**src/rtl/pll_calc_pkg.sv**
```systemverilog
`timescale 1ns/1ps
package pll_calc_pkg;

  // Controller states of the calculator
  typedef enum logic [2:0] {
    ST_IDLE,
    ST_SEARCH,
    ST_MUL,
    ST_FRQ,
    ST_LPD
  } calc_state_e;

  // Width of the range code field
  localparam int unsigned BAND_W = 2;

  // Default arithmetic constants
  localparam int unsigned DEF_MIN_IF_KHZ = 5000;
  localparam int unsigned DEF_DIV_MAX    = 31;
  localparam int unsigned DEF_LP_KHZ     = 10000;
  localparam int unsigned DEF_BAND1_KHZ  = 126000;
  localparam int unsigned DEF_BAND2_KHZ  = 251000;
  localparam int unsigned DEF_BAND3_KHZ  = 501000;

  function automatic int unsigned max2(input int unsigned a, input int unsigned b);
    return (a > b) ? a : b;
  endfunction

endpackage

```
**src/rtl/pll_div_search.sv**
```systemverilog
`timescale 1ns/1ps
// Iterative input divider search: one candidate per cycle.
module pll_div_search #(
  parameter  int unsigned REF_W   = 24,
  parameter  int unsigned MIN_IF  = 5000,
  parameter  int unsigned DIV_MAX = 31,
  parameter  int unsigned DIV_FW  = 5,
  localparam int unsigned THR_W   = $clog2(MIN_IF * (DIV_MAX + 2)) + 1,
  localparam int unsigned CMP_W   = pll_calc_pkg::max2(REF_W, THR_W)
) (
  input  logic              clk,
  input  logic              rst_n,
  input  logic              start,
  input  logic [REF_W-1:0]  ref_khz,
  output logic [DIV_FW-1:0] div_o,
  output logic              done_o
);

  logic              run_q, run_d;
  logic [DIV_FW-1:0] div_q, div_d;
  logic [CMP_W-1:0]  thr_q, thr_d;
  logic              done_q, done_d;
  logic [CMP_W-1:0]  ref_ext;
  logic              step_ok;

  assign ref_ext = CMP_W'(ref_khz);
  // thr_q tracks MIN_IF * (div_q + 1)
  assign step_ok = (ref_ext >= thr_q) && (div_q < DIV_FW'(DIV_MAX));

  always_comb begin
    run_d  = run_q;
    div_d  = div_q;
    thr_d  = thr_q;
    done_d = 1'b0;
    if (start) begin
      run_d = 1'b1;
      div_d = DIV_FW'(1);
      thr_d = CMP_W'(2 * MIN_IF);
    end else if (run_q) begin
      if (step_ok) begin
        div_d = div_q + DIV_FW'(1);
        thr_d = thr_q + CMP_W'(MIN_IF);
      end else begin
        run_d  = 1'b0;
        done_d = 1'b1;
      end
    end
  end

  always_ff @(posedge clk or negedge rst_n) begin
    if (!rst_n) begin
      run_q  <= 1'b0;
      div_q  <= '0;
      thr_q  <= '0;
      done_q <= 1'b0;
    end else begin
      run_q  <= run_d;
      div_q  <= div_d;
      thr_q  <= thr_d;
      done_q <= done_d;
    end
  end

  assign div_o  = div_q;
  assign done_o = done_q;

endmodule

```
**src/rtl/pll_restoring_div.sv**
```systemverilog
`timescale 1ns/1ps
// Unsigned restoring shift-subtract divider, one quotient bit per cycle.
module pll_restoring_div #(
  parameter  int unsigned DW = 32,
  localparam int unsigned CW = $clog2(DW + 1)
) (
  input  logic          clk,
  input  logic          rst_n,
  input  logic          start,
  input  logic [DW-1:0] dividend,
  input  logic [DW-1:0] divisor,
  output logic [DW-1:0] quotient,
  output logic          done
);

  logic [DW-1:0] num_q, num_d;
  logic [DW-1:0] rem_q, rem_d;
  logic [DW-1:0] den_q, den_d;
  logic [CW-1:0] cnt_q, cnt_d;
  logic          run_q, run_d;
  logic          done_q, done_d;
  logic [DW:0]   rem_sh;
  logic [DW:0]   rem_sub;
  logic          fits;

  assign rem_sh  = {rem_q, num_q[DW-1]};
  assign rem_sub = rem_sh - {1'b0, den_q};
  assign fits    = (rem_sh >= {1'b0, den_q});

  always_comb begin
    num_d  = num_q;
    rem_d  = rem_q;
    den_d  = den_q;
    cnt_d  = cnt_q;
    run_d  = run_q;
    done_d = 1'b0;
    if (start) begin
      num_d = dividend;
      den_d = divisor;
      rem_d = '0;
      cnt_d = '0;
      run_d = 1'b1;
    end else if (run_q) begin
      rem_d = fits ? rem_sub[DW-1:0] : rem_sh[DW-1:0];
      num_d = {num_q[DW-2:0], fits};
      cnt_d = cnt_q + CW'(1);
      if (cnt_q == CW'(DW - 1)) begin
        run_d  = 1'b0;
        done_d = 1'b1;
      end
    end
  end

  always_ff @(posedge clk or negedge rst_n) begin
    if (!rst_n) begin
      num_q  <= '0;
      rem_q  <= '0;
      den_q  <= '0;
      cnt_q  <= '0;
      run_q  <= 1'b0;
      done_q <= 1'b0;
    end else begin
      num_q  <= num_d;
      rem_q  <= rem_d;
      den_q  <= den_d;
      cnt_q  <= cnt_d;
      run_q  <= run_d;
      done_q <= done_d;
    end
  end

  assign quotient = num_q;
  assign done     = done_q;

endmodule

```
**src/rtl/pll_band_enc.sv**
```systemverilog
`timescale 1ns/1ps
// Frequency range code from the achieved PLL frequency.
module pll_band_enc #(
  parameter int unsigned FW = 32,
  parameter int unsigned BW = 2,
  parameter int unsigned T1 = 126000,
  parameter int unsigned T2 = 251000,
  parameter int unsigned T3 = 501000
) (
  input  logic [FW-1:0] freq,
  input  logic          mul_zero,
  output logic [BW-1:0] band
);

  always_comb begin
    if (mul_zero)               band = '0;
    else if (freq >= FW'(T3))   band = BW'(3);
    else if (freq >= FW'(T2))   band = BW'(2);
    else if (freq >= FW'(T1))   band = BW'(1);
    else                        band = '0;
  end

endmodule

```
**src/rtl/pll_setting_calc.sv**
```systemverilog
`timescale 1ns/1ps
module pll_setting_calc
  import pll_calc_pkg::*;
#(
  parameter  int unsigned RATE_W     = 24,
  parameter  int unsigned REF_W      = 24,
  parameter  int unsigned MIN_IF_KHZ = DEF_MIN_IF_KHZ,
  parameter  int unsigned DIV_MAX    = DEF_DIV_MAX,
  parameter  int unsigned MUL_W      = 8,
  parameter  int unsigned LP_KHZ     = DEF_LP_KHZ,
  parameter  int unsigned LP_W       = 6,
  localparam int unsigned DIV_FW     = $clog2(DIV_MAX + 1),
  localparam int unsigned CFG_W      = BAND_W + 1 + DIV_FW + MUL_W
) (
  input  logic              clk,
  input  logic              rst_n,
  input  logic              start,
  input  logic [RATE_W-1:0] rate_kbps,
  input  logic [REF_W-1:0]  ref_khz,
  output logic              busy,
  output logic              done,
  output logic              err,
  output logic [CFG_W-1:0]  cfg_word,
  output logic [LP_W-1:0]   lp_code
);

  localparam int unsigned DW      = max2(RATE_W + DIV_FW + 1, REF_W + MUL_W + 1);
  localparam int unsigned LP_STEP = LP_KHZ * 8;

  calc_state_e       state_q, state_d;
  logic [RATE_W-1:0] rate_q;
  logic [REF_W-1:0]  ref_q;
  logic              lat_en;
  logic [DIV_FW-1:0] div_q;
  logic              div_en;
  logic [MUL_W-1:0]  mul_q, mul_sat, mul_eff;
  logic              mul_en;
  logic [BAND_W-1:0] band_q, band_c;
  logic              band_en;
  logic [CFG_W-1:0]  cfg_q, cfg_d;
  logic [LP_W-1:0]   lp_q, lp_d;
  logic              err_q, err_d;
  logic              out_en;
  logic              done_q, done_d;

  logic              srch_start, srch_done;
  logic [DIV_FW-1:0] srch_div;
  logic              dv_start, dv_done;
  logic [DW-1:0]     dv_num, dv_den, dv_quo;

  // ---------------------------------------------------------------
  // Datapath helpers
  // ---------------------------------------------------------------
  assign mul_sat = (|(dv_quo >> MUL_W)) ? {MUL_W{1'b1}} : dv_quo[MUL_W-1:0];
  assign mul_eff = (mul_sat == '0) ? MUL_W'(1) : mul_sat;

  pll_div_search #(
    .REF_W   (REF_W),
    .MIN_IF  (MIN_IF_KHZ),
    .DIV_MAX (DIV_MAX),
    .DIV_FW  (DIV_FW)
  ) u_search (
    .clk     (clk),
    .rst_n   (rst_n),
    .start   (srch_start),
    .ref_khz (ref_q),
    .div_o   (srch_div),
    .done_o  (srch_done)
  );

  pll_restoring_div #(
    .DW (DW)
  ) u_div (
    .clk      (clk),
    .rst_n    (rst_n),
    .start    (dv_start),
    .dividend (dv_num),
    .divisor  (dv_den),
    .quotient (dv_quo),
    .done     (dv_done)
  );

  pll_band_enc #(
    .FW (DW),
    .BW (BAND_W),
    .T1 (DEF_BAND1_KHZ),
    .T2 (DEF_BAND2_KHZ),
    .T3 (DEF_BAND3_KHZ)
  ) u_band (
    .freq     (dv_quo),
    .mul_zero (mul_q == '0),
    .band     (band_c)
  );

  // ---------------------------------------------------------------
  // Sequencer: search, multiplier, achieved frequency, LP divider
  // ---------------------------------------------------------------
  always_comb begin
    state_d    = state_q;
    lat_en     = 1'b0;
    srch_start = 1'b0;
    dv_start   = 1'b0;
    dv_num     = '0;
    dv_den     = '0;
    div_en     = 1'b0;
    mul_en     = 1'b0;
    band_en    = 1'b0;
    out_en     = 1'b0;
    cfg_d      = cfg_q;
    lp_d       = lp_q;
    err_d      = err_q;
    done_d     = 1'b0;
    unique case (state_q)
      ST_IDLE: begin
        if (start) begin
          lat_en = 1'b1;
          if (ref_khz == '0) begin
            out_en = 1'b1;
            cfg_d  = '0;
            lp_d   = '0;
            err_d  = 1'b1;
            done_d = 1'b1;
          end else begin
            srch_start = 1'b1;
            state_d    = ST_SEARCH;
          end
        end
      end
      ST_SEARCH: begin
        if (srch_done) begin
          div_en   = 1'b1;
          dv_start = 1'b1;
          dv_num   = DW'(rate_q) * DW'(srch_div) + DW'(ref_q) - DW'(1);
          dv_den   = DW'(ref_q);
          state_d  = ST_MUL;
        end
      end
      ST_MUL: begin
        if (dv_done) begin
          mul_en   = 1'b1;
          dv_start = 1'b1;
          dv_num   = DW'(ref_q) * DW'(mul_eff);
          dv_den   = DW'(div_q);
          state_d  = ST_FRQ;
        end
      end
      ST_FRQ: begin
        if (dv_done) begin
          band_en  = 1'b1;
          dv_start = 1'b1;
          dv_num   = dv_quo + DW'(LP_STEP - 1);
          dv_den   = DW'(LP_STEP);
          state_d  = ST_LPD;
        end
      end
      ST_LPD: begin
        if (dv_done) begin
          out_en  = 1'b1;
          cfg_d   = {band_q, 1'b0, div_q, mul_q};
          lp_d    = LP_W'(dv_quo - DW'(1));
          err_d   = 1'b0;
          done_d  = 1'b1;
          state_d = ST_IDLE;
        end
      end
      default: state_d = ST_IDLE;
    endcase
  end

  // ---------------------------------------------------------------
  // Registers
  // ---------------------------------------------------------------
  always_ff @(posedge clk or negedge rst_n) begin
    if (!rst_n) begin
      state_q <= ST_IDLE;
      done_q  <= 1'b0;
    end else begin
      state_q <= state_d;
      done_q  <= done_d;
    end
  end

  always_ff @(posedge clk or negedge rst_n) begin
    if (!rst_n) begin
      rate_q <= '0;
      ref_q  <= '0;
    end else if (lat_en) begin
      rate_q <= rate_kbps;
      ref_q  <= ref_khz;
    end
  end

  always_ff @(posedge clk or negedge rst_n) begin
    if (!rst_n) begin
      div_q <= '0;
    end else if (div_en) begin
      div_q <= srch_div;
    end
  end

  always_ff @(posedge clk or negedge rst_n) begin
    if (!rst_n) begin
      mul_q <= '0;
    end else if (mul_en) begin
      mul_q <= mul_sat;
    end
  end

  always_ff @(posedge clk or negedge rst_n) begin
    if (!rst_n) begin
      band_q <= '0;
    end else if (band_en) begin
      band_q <= band_c;
    end
  end

  always_ff @(posedge clk or negedge rst_n) begin
    if (!rst_n) begin
      cfg_q <= '0;
      lp_q  <= '0;
      err_q <= 1'b0;
    end else if (out_en) begin
      cfg_q <= cfg_d;
      lp_q  <= lp_d;
      err_q <= err_d;
    end
  end

  assign busy     = (state_q != ST_IDLE);
  assign done     = done_q;
  assign err      = err_q;
  assign cfg_word = cfg_q;
  assign lp_code  = lp_q;

endmodule

```
**config.mk**
```make
export PLATFORM = sky130hd
export DESIGN_NAME = pll_setting_calc
export DESIGN_NICKNAME = d
export VERILOG_FILES = /design/src/rtl/pll_calc_pkg.sv /design/src/rtl/pll_div_search.sv /design/src/rtl/pll_restoring_div.sv /design/src/rtl/pll_band_enc.sv /design/src/rtl/pll_setting_calc.sv
export SDC_FILE = /design/constraint.sdc
export NUM_CORES = 1
export LEC_CHECK = 0
export BUFFER_PORTS_ARGS = -buffer_cell sky130_fd_sc_hd__clkbuf_2
export CAP_MARGIN = 20
export CORE_UTILIZATION = 45
export CTS_BUF_LIST = sky130_fd_sc_hd__clkbuf_16
export CTS_CLUSTER_SIZE = 25
export DETAILED_ROUTE_END_ITERATION = 8
export PLACE_DENSITY_LB_ADDON = 0.08
export SLEW_MARGIN = 30
export SYNTH_ARGS = -nofsm -noshare
export SYNTH_HDL_FRONTEND = slang
export SYNTH_SLANG_ARGS = --single-unit
```
**constraint.sdc**
```tcl
create_clock -name clk -period 7.4 [get_ports clk]
set_input_delay 1.11 -clock clk [delete_from_list [all_inputs] [get_ports clk]]
set_output_delay 1.11 -clock clk [all_outputs]
set_load 0.05 [all_outputs]
```
==> flow_summary.json <==
{
  "status": "completed",
  "synth_edf_count": 0,
  "syn_area_mm2": 0.0231,
  "wl_met1_mm": 32.8,
  "path_delay_family": "adder cells",
  "start_util_pct": 45.9,
  "die_x_um": 229,
  "insertedDiodeCount": 0,
  "synth-seq-cells": 215,
  "io_pins": 76,
  "critPathRequiredTime_ns": 7.84,
  "start_kind": "register",
  "holdBufCountCts": 0,
  "overflow": 0,
  "core_area_mm2": 0.0504,
  "area_growth_pct": 9.10,
  "grt_pass1_wl_mm": 111,
  "setup_viol": 0,
  "clock_path_buffers": 3,
  "synth_async_sr_flop_share_pct": 100,
  "slowest_delay_ns": 0.56,
  "clock_latency_ns": 0.59,
  "grt_pass1_vias": 19500,
  "cts_buffers": 27,
  "vias": 19000,
  "hold_path.class": "in -> async",
  "multiInputGateArea_mm2": 0.0161,
  "antenna_found_initial": 1,
  "syn-num-nets": 3081,
  "port_buffers": 74,
  "firstDrtPassIters": 5,
  "cts.sinks": 215,
  "routed_via_density": 5.68,
  "max_cap_viol_count": 0,
  "dp_hpwl_mm": 51.6,
  "track_usage_pct": 26.7,
  "timing.final.crit_period_ns": 7.08,
  "wl_met2_mm": 30.0,
  "drc": 0,
  "final_cell_mix": "320 x inv_1, 303 x nand2_1, 224 x fa_1",
  "synth_cell_types": 79,
  "finalHoldViolations": 0,
  "wl_met3_mm": 3.85,
  "final_layout_size_suffix_gt1_share_pct": 9.89,
  "place_congestion": 0.885,
  "fin_skew_ns": 0.0187,
  "critical_path_class": "reg -> reg",
  "htree_levels": 1,
  "grt_max_degree": 158,
  "cp_slowest_cell": "or4_1",
  "worst_pin_slew_ns": 0.855,
  "fill_cells": 4746,
  "dieHeight_um": 229,
  "ant_nets": 0,
  "wl_mm": 68.2,
  "nNetsFinal": 3106,
  "cts_tree": "done",
  "crit_path_frequent_cell": "fa_1",
  "cp_data_arrival_time_ns": 7.53,
  "path_buf_inv": 4,
  "crit_fanout": 19,
  "slew_headroom_pct": 42.9,
  "seq_area_frac_synth_pct": 23.3,
  "avgSynthCellArea_um2": 8.78,
  "top_layer": "met5",
  "dieArea_mm2": 0.0523,
  "regArea_mm2": 0.00538,
  "final_common_cell": "inv_1",
  "rows": 82,
  "synth_top_flop_cell": "dfrtp_1",
  "drt-initial-drc-count": 1556,
  "end_kind": "register",
  "tns_ns": 0,
  "fmax_mhz": 141,
  "finalCritPeriodShare_pct": 95.7,
  "report.final.slew_viol_count": 0,
  "root_buffer": "clkbuf_16",
  "yosysWarnings": 0,
  "post_drt_wl_per_cell_um": 20.3,
  "syn_inst": 2634,
  "clk_pin_slew_ns": 0.06
}
-- sequential cells by signal (all words and copies together) (netlist names), 8 cells and up --
register and count:
ref_q 24, u_search.thr_q 21, mul_q 8, cfg_word 15, u_div.den_q 24, u_div.rem_q 33
rate_q 24, u_div.quotient 33
-- cell usage after synthesis (8+ instances only) --
cell type | n | share of area [%]
ha_1 | 172 | 9.3
o31ai_1 | 11 | 0.36
nor3_1 | 31 | 0.67
mux2i_1 | 14 | 0.61
nor2b_1 | 32 | 0.87
xor2_1 | 41 | 1.6
a211oi_1 | 22 | 0.71
nand3_1 | 45 | 0.97
nor4_1 | 23 | 0.62
dfrtp_1 | 215 | 23
a22o_1 | 21 | 0.80
a21o_1 | 51 | 1.7
xnor2_1 | 54 | 2.0
inv_1 | 315 | 5.1
o221ai_1 | 13 | 0.49
o21bai_1 | 9 | 0.29
fa_1 | 224 | 19
nand2b_1 | 11 | 0.30
o211ai_1 | 10 | 0.32
nand2_1 | 303 | 4.9
or3_1 | 19 | 0.51
nor2_1 | 144 | 2.3
a31oi_1 | 20 | 0.54
o21a_1 | 18 | 0.58
a21oi_1 | 149 | 3.2
and3_1 | 17 | 0.46
nand4_1 | 27 | 0.73
and2_1 | 149 | 4.0
or2_2 | 8 | 0.22
buf_1 | 13 | 0.21
o21ai_0 | 146 | 3.2
mux2_2 | 47 | 2.3
clkbuf_1 | 121 | 2.0
a221oi_1 | 17 | 0.64
-- metal layers --
layer	global-route usage (%)	vias up
met5	0	-
met4	6.31	2
met3	3.39	80
met2	42.0	516
met1	38.9	9497
li1	-	8927
-- final cells by class --
class	instances	area share, %
clock buffer	27	2.68
clock inverter	22	0.610
tap	672	3.33
timing repair buffer	138	3.54
sequential	215	21.3
inverter	315	4.69
multi-input combinational	1962	63.8
-- through the flow --
stage          instance area (um2)  setup slack, ns  hold slack [ns]  cells  utilization [%]
2_1_floorplan                23100            0.579            0.469   2634                -
5_1_grt                      25200         -0.00344            0.487   3351             50.1
4_1_cts                      25100            0.199            0.461   3349             49.9
3_5_place_dp                 24300            0.224            0.482   3300             48.2
3_3_place_gp                 24300            0.371            0.468   3300             48.2
6_report                     25200            0.316            0.445   3351             50.1
-- kinds of logic (layout without fill, tap and decap cells) --
kind of cell	count (synthesis)	after routing	synth area share [%]
and+or+nand+nor	836	836	17.6
AOI/OAI and AO/OA	573	573	16.3
buffers and inverters	457	502	7.51
adders and majority gates	396	396	28.7
DFF	215	215	23.3
xor gates and xnor gates	95	95	3.60
muxes	61	61	2.90
other	1	1	0.0162
-- final timing paths --
path | endpoint | slack, ns | startpoint | depth (start not counted)
worst max-delay path | u_div.quotient[30] | 0.32 | u_div.quotient[22] | 25
worst min-delay path | u_div.cnt_q[4] | 0.44 | rst_n | 1
worst max register to register | u_div.quotient[30] | 0.32 | u_div.quotient[22] | 25
worst min register to register | lp_code[0] | 0.48 | lp_code[0] | 2
max in group asynchronous | u_search.div_o[4] | 5.72 | rst_n | 3
min in group clk | lp_code[0] | 0.48 | lp_code[0] | 2
-- worst register-to-register path: stages, from the launching register on --
cell and delay [ns]:
dfrtp_1 0.42, or4_1 0.56, nor3_2 0.15, nand3_1 0.13, nor2_1 0.16, nand4_1 0.09, buf_4 0.21, or2_2 0.34
buf_4 0.22, and2_1 0.20, fa_1 0.52, fa_1 0.53, fa_1 0.54, inv_1 0.05, fa_1 0.53, inv_1 0.04
ha_1 0.30, a21o_1 0.18, a21oi_1 0.19, o21ai_1 0.15, a21o_1 0.26, a311oi_2 0.39, a221oi_4 0.13, mux2i_1 0.16
a2111oi_2 0.35, a31oi_1 0.13
-- repair_timing --
action | in CTS | in global routing
endpoints found under the setup margin | 0 | 6
gates resized for setup | 0 | 11
buffers inserted | 0 | 1
Power is not shown: default switching activity piles up to over one toggle a cycle in this logic, so the estimate is an artifact.
